**config.mk**
```make
export PLATFORM = sky130hd
export DESIGN_NAME = pm_ctrl
export DESIGN_NICKNAME = d
export VERILOG_FILES = /design/src/rtl/pm_pkg.sv /design/src/rtl/pm_rst_sync.sv /design/src/rtl/pm_shdn_dec.sv /design/src/rtl/pm_wake_timer.sv /design/src/rtl/pm_seq.sv /design/src/rtl/pm_ctrl.sv
export SDC_FILE = /design/constraint.sdc
export NUM_CORES = 1
export LEC_CHECK = 0
export ABC_CLOCK_PERIOD_IN_PS = 2700
export BUFFER_PORTS_ARGS = -buffer_cell sky130_fd_sc_hd__buf_2
export CAP_MARGIN = 15
export CORE_MARGIN = 3
export CORE_UTILIZATION = 35
export CTS_BUF_LIST = sky130_fd_sc_hd__clkbuf_2
export DETAILED_ROUTE_END_ITERATION = 7
export PLACE_DENSITY = 0.53
export SLEW_MARGIN = 0
export SYNTH_ARGS = -nofsm -noshare
export SYNTH_HDL_FRONTEND = slang
export SYNTH_HIERARCHICAL = 1
export SYNTH_SLANG_ARGS = --single-unit
```
**constraint.sdc**
```tcl
create_clock -name clk -period 2.7 [get_ports clk]
set_input_delay 0.405 -clock clk [delete_from_list [all_inputs] [get_ports clk]]
set_output_delay 0.405 -clock clk [all_outputs]
set_load 0.05 [all_outputs]
```
**src/rtl/pm_pkg.sv**
```systemverilog
package pm_pkg;
  typedef enum logic [1:0] {
    SHDN_LOW   = 2'b00,
    SHDN_FLOAT = 2'b01,
    SHDN_HIGH  = 2'b10,
    SHDN_RSVD  = 2'b11
  } shdn_e;

  typedef enum logic [1:0] {
    ST_OFF  = 2'b00,
    ST_IDLE = 2'b01,
    ST_CONV = 2'b10
  } pm_state_e;

  typedef struct packed {
    logic hard;    // force full power-down
    logic ref_ok;  // reference may run
  } shdn_dec_t;
endpackage

```
**src/rtl/pm_rst_sync.sv**
```systemverilog
module pm_rst_sync #(
  parameter int STAGES = 2
) (
  input  logic clk,
  input  logic rst_n,
  output logic rst_sync_n
);
  logic [STAGES-1:0] sync_q;

  always_ff @(posedge clk or negedge rst_n) begin
    if (!rst_n) sync_q <= '0;
    else        sync_q <= {sync_q[STAGES-2:0], 1'b1};
  end

  assign rst_sync_n = sync_q[STAGES-1];
endmodule

```
**src/rtl/pm_shdn_dec.sv**
```systemverilog
module pm_shdn_dec
  import pm_pkg::*;
(
  input  logic [1:0] code,
  output shdn_dec_t  dec
);
  always_comb begin
    dec = '0;
    unique case (shdn_e'(code))
      SHDN_LOW:   dec.hard   = 1'b1;
      SHDN_HIGH:  dec.ref_ok = 1'b0;
      SHDN_FLOAT,
      SHDN_RSVD:  dec.ref_ok = 1'b1;
      default:    dec        = '0;
    endcase
  end
endmodule

```
**src/rtl/pm_wake_timer.sv**
```systemverilog
module pm_wake_timer #(
  parameter int WAKE_CYCLES = 8
) (
  input  logic clk,
  input  logic rst_n,
  input  logic run,
  output logic ready
);
  localparam int CW = (WAKE_CYCLES < 1) ? 1 : $clog2(WAKE_CYCLES + 1);
  localparam logic [CW-1:0] LIMIT = CW'(WAKE_CYCLES);

  logic [CW-1:0] cnt_q, cnt_d;
  logic          cnt_en;

  always_comb begin
    cnt_en = 1'b0;
    cnt_d  = cnt_q;
    if (!run) begin
      cnt_en = (cnt_q != '0);
      cnt_d  = '0;
    end else if (cnt_q != LIMIT) begin
      cnt_en = 1'b1;
      cnt_d  = cnt_q + 1'b1;
    end
  end

  always_ff @(posedge clk or negedge rst_n) begin
    if (!rst_n)      cnt_q <= '0;
    else if (cnt_en) cnt_q <= cnt_d;
  end

  assign ready = run && (cnt_q == LIMIT);
endmodule

```
**src/rtl/pm_seq.sv**
```systemverilog
module pm_seq
  import pm_pkg::*;
(
  input  logic clk,
  input  logic rst_n,
  input  logic hard,
  input  logic start_pulse,
  input  logic ctrl_valid,
  input  logic ctrl_stay,
  input  logic ctrl_ext,
  input  logic conv_done,
  output logic core_on,
  output logic busy,
  output logic ext_mode,
  output logic abort
);
  pm_state_e state_q, state_d;
  logic      ext_q, ext_d, stay_q, stay_d, abort_q, abort_d, cfg_en;

  always_comb begin
    state_d = state_q;
    ext_d   = ext_q;
    stay_d  = stay_q;
    cfg_en  = 1'b0;
    abort_d = 1'b0;
    unique case (state_q)
      ST_OFF: begin
        if (!hard && start_pulse) state_d = ST_IDLE;
      end
      ST_IDLE: begin
        if (hard) begin
          state_d = ST_OFF;
        end else if (ctrl_valid) begin
          state_d = ST_CONV;
          cfg_en  = 1'b1;
          ext_d   = ctrl_ext;
          stay_d  = ctrl_stay;
        end
      end
      ST_CONV: begin
        if (hard) begin
          state_d = ST_OFF;
          abort_d = 1'b1;
        end else if (conv_done) begin
          state_d = (stay_q || start_pulse) ? ST_IDLE : ST_OFF;
        end
      end
      default: state_d = ST_OFF;
    endcase
  end

  always_ff @(posedge clk or negedge rst_n) begin
    if (!rst_n) begin
      state_q <= ST_OFF;
      abort_q <= 1'b0;
    end else begin
      state_q <= state_d;
      abort_q <= abort_d;
    end
  end

  always_ff @(posedge clk or negedge rst_n) begin
    if (!rst_n) begin
      ext_q  <= 1'b0;
      stay_q <= 1'b0;
    end else if (cfg_en) begin
      ext_q  <= ext_d;
      stay_q <= stay_d;
    end
  end

  assign core_on  = (state_q != ST_OFF);
  assign busy     = (state_q == ST_CONV);
  assign ext_mode = ext_q;
  assign abort    = abort_q;
endmodule

```
**src/rtl/pm_ctrl.sv**
```systemverilog
module pm_ctrl
  import pm_pkg::*;
#(
  parameter int WAKE_CYCLES = 8,
  parameter int SYNC_STAGES = 2
) (
  input  logic       clk,
  input  logic       rst_n,
  input  logic [1:0] shdn_code,
  input  logic       start_pulse,
  input  logic       ctrl_valid,
  input  logic       ctrl_pd1,
  input  logic       ctrl_pd0,
  input  logic       conv_done,
  output logic       core_pwr_en,
  output logic       ref_en,
  output logic       conv_abort,
  output logic       iface_en,
  output logic       core_ready,
  output logic       strobe_hi
);
  logic      rst_sync_n;
  shdn_dec_t dec;
  logic      core_on, busy, ext_mode, abort;

  pm_rst_sync #(.STAGES(SYNC_STAGES)) u_rst (
    .clk(clk), .rst_n(rst_n), .rst_sync_n(rst_sync_n)
  );

  pm_shdn_dec u_dec (.code(shdn_code), .dec(dec));

  pm_seq u_seq (
    .clk(clk), .rst_n(rst_sync_n), .hard(dec.hard),
    .start_pulse(start_pulse), .ctrl_valid(ctrl_valid),
    .ctrl_stay(ctrl_pd1), .ctrl_ext(ctrl_pd0), .conv_done(conv_done),
    .core_on(core_on), .busy(busy), .ext_mode(ext_mode), .abort(abort)
  );

  pm_wake_timer #(.WAKE_CYCLES(WAKE_CYCLES)) u_wake (
    .clk(clk), .rst_n(rst_sync_n), .run(core_on), .ready(core_ready)
  );

  assign core_pwr_en = core_on;
  assign ref_en      = core_on && dec.ref_ok;
  assign conv_abort  = abort;
  assign iface_en    = !dec.hard && (core_on || !ext_mode);
  assign strobe_hi   = !(busy && !ext_mode);
endmodule

```
After elaboration in Yosys (flattened, before gate mapping)
Index checks and enable logic that the tools add are counted.
W data, S select, Z words.
{"block": "word_totals", "ff_bits": 11, "wordCells": 54, "output_inout_bits": 6}
{"block": "classes", "reduce_logical": 18, "n_mux": 18, "addsub": 1, "eq_ne": 10, "bitwise_logic": 1}
{"op": "$mux W1", "count": 10}
{"op": "$mux W2", "count": 5}
{"op": "$mux W4", "count": 2}
{"op": "$ne A3 B2 Y1 const B", "count": 2}
{"op": "$pmux W2 S3", "count": 1}
{"op": "$logic_and A1 B1 Y1", "count": 5}
{"op": "$add A4 B1 Y4 const B", "count": 1}
{"op": "$eq A2 B1 Y1 const B", "count": 2}
{"op": "$eq A2 B2 Y1 const B", "count": 2}
{"op": "$eq A4 B4 Y1 const B", "count": 1}
{"op": "$logic_not A2 Y1", "count": 2}
{"op": "$ne A2 B1 Y1 const B", "count": 2}
{"op": "$ne A4 B4 Y1 const B", "count": 1}
{"op": "$reduce_and A4 Y1", "count": 1}
{"op": "$reduce_bool A4 Y1", "count": 1}
{"op": "$logic_not A1 Y1", "count": 3}
{"op": "$reduce_and A3 Y1", "count": 1}
{"op": "$logic_or A1 B1 Y1", "count": 2}
{"op": "$reduce_and A2 Y1", "count": 1}
{"op": "$reduce_bool A2 Y1", "count": 1}
{"op": "$reduce_or A2 Y1", "count": 1}
{"op": "$not A1 Y1", "count": 1}

Depth between registers and ports, before layout
{"block": "logic_depth", "ltp_word": 6, "depth_mapped": 5, "depth_no_buf": 5}

By module
The synthesis kept the hierarchy.
{"mod": "pm_wake_timer", "seq_area_each_um2": 100.1, "cells_per_inst": 28, "instances": 1, "area_per_inst_um2": 252.7}
{"mod": "pm_seq", "seq_area_each_um2": 125.1, "cells_per_inst": 23, "instances": 1, "area_per_inst_um2": 245.2}
{"mod": "pm_rst_sync", "seq_area_each_um2": 50.0, "cells_per_inst": 3, "instances": 1, "area_per_inst_um2": 53.8}
{"mod": "pm_ctrl", "seq_area_each_um2": 0.0, "cells_per_inst": 4, "instances": 1, "area_per_inst_um2": 25.0}
{"mod": "pm_shdn_dec", "seq_area_each_um2": 0.0, "cells_per_inst": 2, "instances": 1, "area_per_inst_um2": 7.5}

Worst setup path before layout
OpenSTA, ideal clock, no wires.
{"block": "synth_timing", "path_type": "reg-to-output", "start": "register u_seq.state_q[0]", "end": "output core_ready", "path_slack_ps": 289, "path_stages_with_launch": 4, "arrival_time_ps": 2006, "required_time_ps": 2295, "path_cell_list": "dfrtp_1 -> or2_2 -> inv_1 -> nor3_1"}
{"block": "synth_via", "elab_chain_cells": 2}
{"element": "from (decl)", "line": "pm_seq.sv:17", "text": "pm_state_e state_q, state_d;"}
{"element": "from (signal assigned)", "line": "pm_seq.sv:57", "text": "state_q <= state_d;"}
{"element": "$reduce_bool A2 Y1", "line": "pm_seq.sv:72", "text": "assign core_on = (state_q != ST_OFF);"}
{"element": "net core_pwr_en", "line": "pm_ctrl.sv:15", "text": "output logic core_pwr_en,"}
{"element": "$logic_and A1 B1 Y1", "line": "pm_wake_timer.sv:32", "text": "assign ready = run && (cnt_q == LIMIT);"}
{"element": "to (decl)", "line": "pm_ctrl.sv:19", "text": "output logic core_ready,"}
The timed path passes the listed nets, and every way through them passes these cells.

Worst setup path after layout
{"block": "layout_timing", "start": "register u_seq.state_q[0]", "end": "output core_ready"}
{"block": "layout_via", "elab_chain_cells": 2}
{"element": "$reduce_bool A2 Y1", "line": "pm_seq.sv:72"}
{"element": "$logic_and A1 B1 Y1", "line": "pm_wake_timer.sv:32"}
Every way passes these cells.

==> qor.txt <==
Ys flop type: dfrtp_1
Pwr dens: 1028 nW/um2
FP Rows: 14
R2r setup slk: 1.45 ns
Crit path DAT: 1.53 ns
Worst-Skew Late Latency: 0.25 ns
Syn_nets: 71
Rel. slew slack: 64.86%
Routability cong.: 0.6914
ANT cells: 0
CP Class: flip-flop to output port
CTS root buf: clkbuf_2
Die Y-Extent: 46.86 um
Final worst setup slack: 0.7696 ns
Vias in the first global route: 378
Die Wd: 46.86 um
Initial core utilization: 37.91%
WP data required: 2.30 ns
Status: completed
Vias: 443
Most frequent cells in the layout: buf_2 (14), dfrtp_1 (11), inv_1 (5), nor2_1 (5)
Tightest Hold Check Type: flip-flop to async pin
Unrepaired setup endpoints after global routing: false
Total wire length: 1034 um
Core area: 1541 um2
Post-CTS Resized: 0
Leak: 0.3510 nW
Yosys top cell area share: 47.11%
Max_cap viols: 0
Pre-antenna DRT Iters: 3
DIE AREA: 2196 um2
Number of enable flip-flop cells after synthesis: 0
CTS Hold Buffers Added: 1
Worst slew pin tran: 0.5251 ns
Tot GR Track Use: 11.25%
Initial antenna violation count: 0
Post-synthesis register bit count: 11
Maximum buffer depth of the clock tree: 2
Clk sinks: 11
First-pass GRT wire length: 1683 um
Placed cell count: 88
Slowest-stage cell, CP: dfrtp_1
Largest net degree at the start of global routing: 10
Largest area contributor in the netlist: dfrtp_1
Setup Viol. Count Final: 0
Crit path time final: 1.930 ns
Slowest Stage Delay on Critical Path: 0.45 ns
FMAX: 518.0 MHz
Grt total ovfl: 0
Post-CTS Setup Bufs: 0
Drt drc: 0
Critical path endpoint category: output port
Max VDD drop: 0.0004376 V
Vias per cell: 4.763
Worst Clk Skew: 0.0006192 ns
Clk slew on worst S/H paths: 0.11 ns
Power Total: 0.7152 mW
Synth Warn #: 6
CTS tree: yes
Critical Path Start Type: flip-flop
Setup TNS: 0 ns
Fraction of registers with async set/reset: 100.0%
Sequential area share after synthesis: 47.11%
Final hold slack: 0.1497 ns
Synth Instances: 60
Fin cells: 93
Final Cycle Share: 71.50%
Core Util, Final: 45.13%
Area Overhead vs Synth: 19.06%
Final antenna-violating net count: 0
Proportion of layout cells with a drive suffix above 1: 29.87%
Initial DRC Count: 3
Number of CTS-inserted buffers: 3
IO Port Bufs: 14
Final hold violation count: 0
H-tree levels: 1
Final Max Slew Viols: 0
Io pins: 15
Crit-path max FO: 8
DR WL/cell: 11.12 um
Synth top area cells: dfrtp_1 (47%), ha_1 (4.3%), mux2_1 (3.9%), mux2i_1 (3.4%), inv_1 (3.2%)
Placed inst area: 665.6 um2
Mapped Avg Cell Area: 9.738 um2
Post-DP HPWL: 807.7 um
Fin nets: 89
Worst Setup Slack post-DPL: 1.053 ns
Commonest non-fill, non-tap cell in the layout: buf_2
Yosys cell types: 29
Mapped cell area: 584.3 um2
Critical-path cell list: or2_2 > inv_1 > nor3_1 > buf_2
Design area: 695.7 um2
-- power by group --
| part | internal, mW | leakage (nW) | switching, mW | total [mW] |
|---|---|---|---|---|
| Combinational | 0.133 | 0.197 | 0.206 | 0.339 |
| Sequential | 0.219 | 0.138 | 0.0699 | 0.289 |
| Clock | 0.0335 | 0.0164 | 0.0542 | 0.0877 |
-- synthesized netlist by cell type, types with 2 or more instances --
library cell   n
mux2i_1        2
nand3_1        3
and2_1         2
nand2_1        3
nor2_1         5
ha_1           2
inv_1          5
nor2b_1        3
nand2b_1       2
o21ai_0        2
dfrtp_1       11
o21ai_1        2
mux2_1         2
-- critical path: cells and delay by family (launching register included) --
kind	cells	cell delay, ns
buffers and inverters	2	0.35
flip-flops	1	0.45
AND/OR/NAND/NOR	2	0.47
-- flip-flops by register name, summed over array words and instances (netlist names) --
register and count:
u_seq/state_q 2, u_wake/cnt_q 4, u_rst/sync_q 2, u_seq/ext_mode 1, u_seq/abort 1, u_seq/stay_q 1
-- final timing paths --
| kind | from | to | cells past startpoint |
|---|---|---|---|
| worst max-delay path | u_seq/state_q[0]$_DFFE_PN0P_ | core_ready | 4 |
| worst min-delay path | u_rst/sync_q[1]$_DFF_PN0_ | u_wake/cnt_q[2]$_DFFE_PN0P_ | 0 |
| worst max register to register | u_seq/state_q[0]$_DFFE_PN0P_ | u_wake/cnt_q[0]$_DFFE_PN0P_ | 4 |
| worst min register to register | u_rst/sync_q[1]$_DFF_PN0_ | u_wake/cnt_q[2]$_DFFE_PN0P_ | 0 |
| max in group asynchronous | rst_n | u_rst/sync_q[1]$_DFF_PN0_ | 2 |
| min in group clk | ctrl_pd1 | u_seq/stay_q$_DFFE_PN0P_ | 2 |
-- per-layer routing --
layer / track usage [%] / share of wire, % / vias to the layer above
met4: 3.315 / 0 / 0
met3: 6.897 / 7.5 / 0
met1: 17.62 / 52 / 202
met2: 12.20 / 40 / 11
met5: 0 / 0 / -
li1: - / - / 230
-- area by class of cell --
| cell class | instances | area (um2) |
|---|---|---|
| well taps | 16 | 20.02 |
| clock buffers | 3 | 15.01 |
| multi-input cells | 42 | 281.5 |
| clock inverters | 1 | 5.005 |
| fillers | 159 | 845.8 |
| repair buffers | 15 | 80.08 |
| flip-flops and latches | 11 | 275.3 |
| inverters | 5 | 18.77 |
-- cells by family (layout without fill, tap and decap cells) --
group                      count (synthesis)  count (layout)  synth area share, %
AOI/OAI and AO/OA                          8               8                8.352
xor gates and xnor gates                   2               2                2.998
adders and majority gates                  2               2                4.282
buffers and inverters                      7              24                4.710
DFF                                       11              11                47.11
muxes                                      4               4                7.280
other                                      1               1               0.6418
and+or+nand+nor                           25              25                24.63
Power figures use the tool's default switching activity.
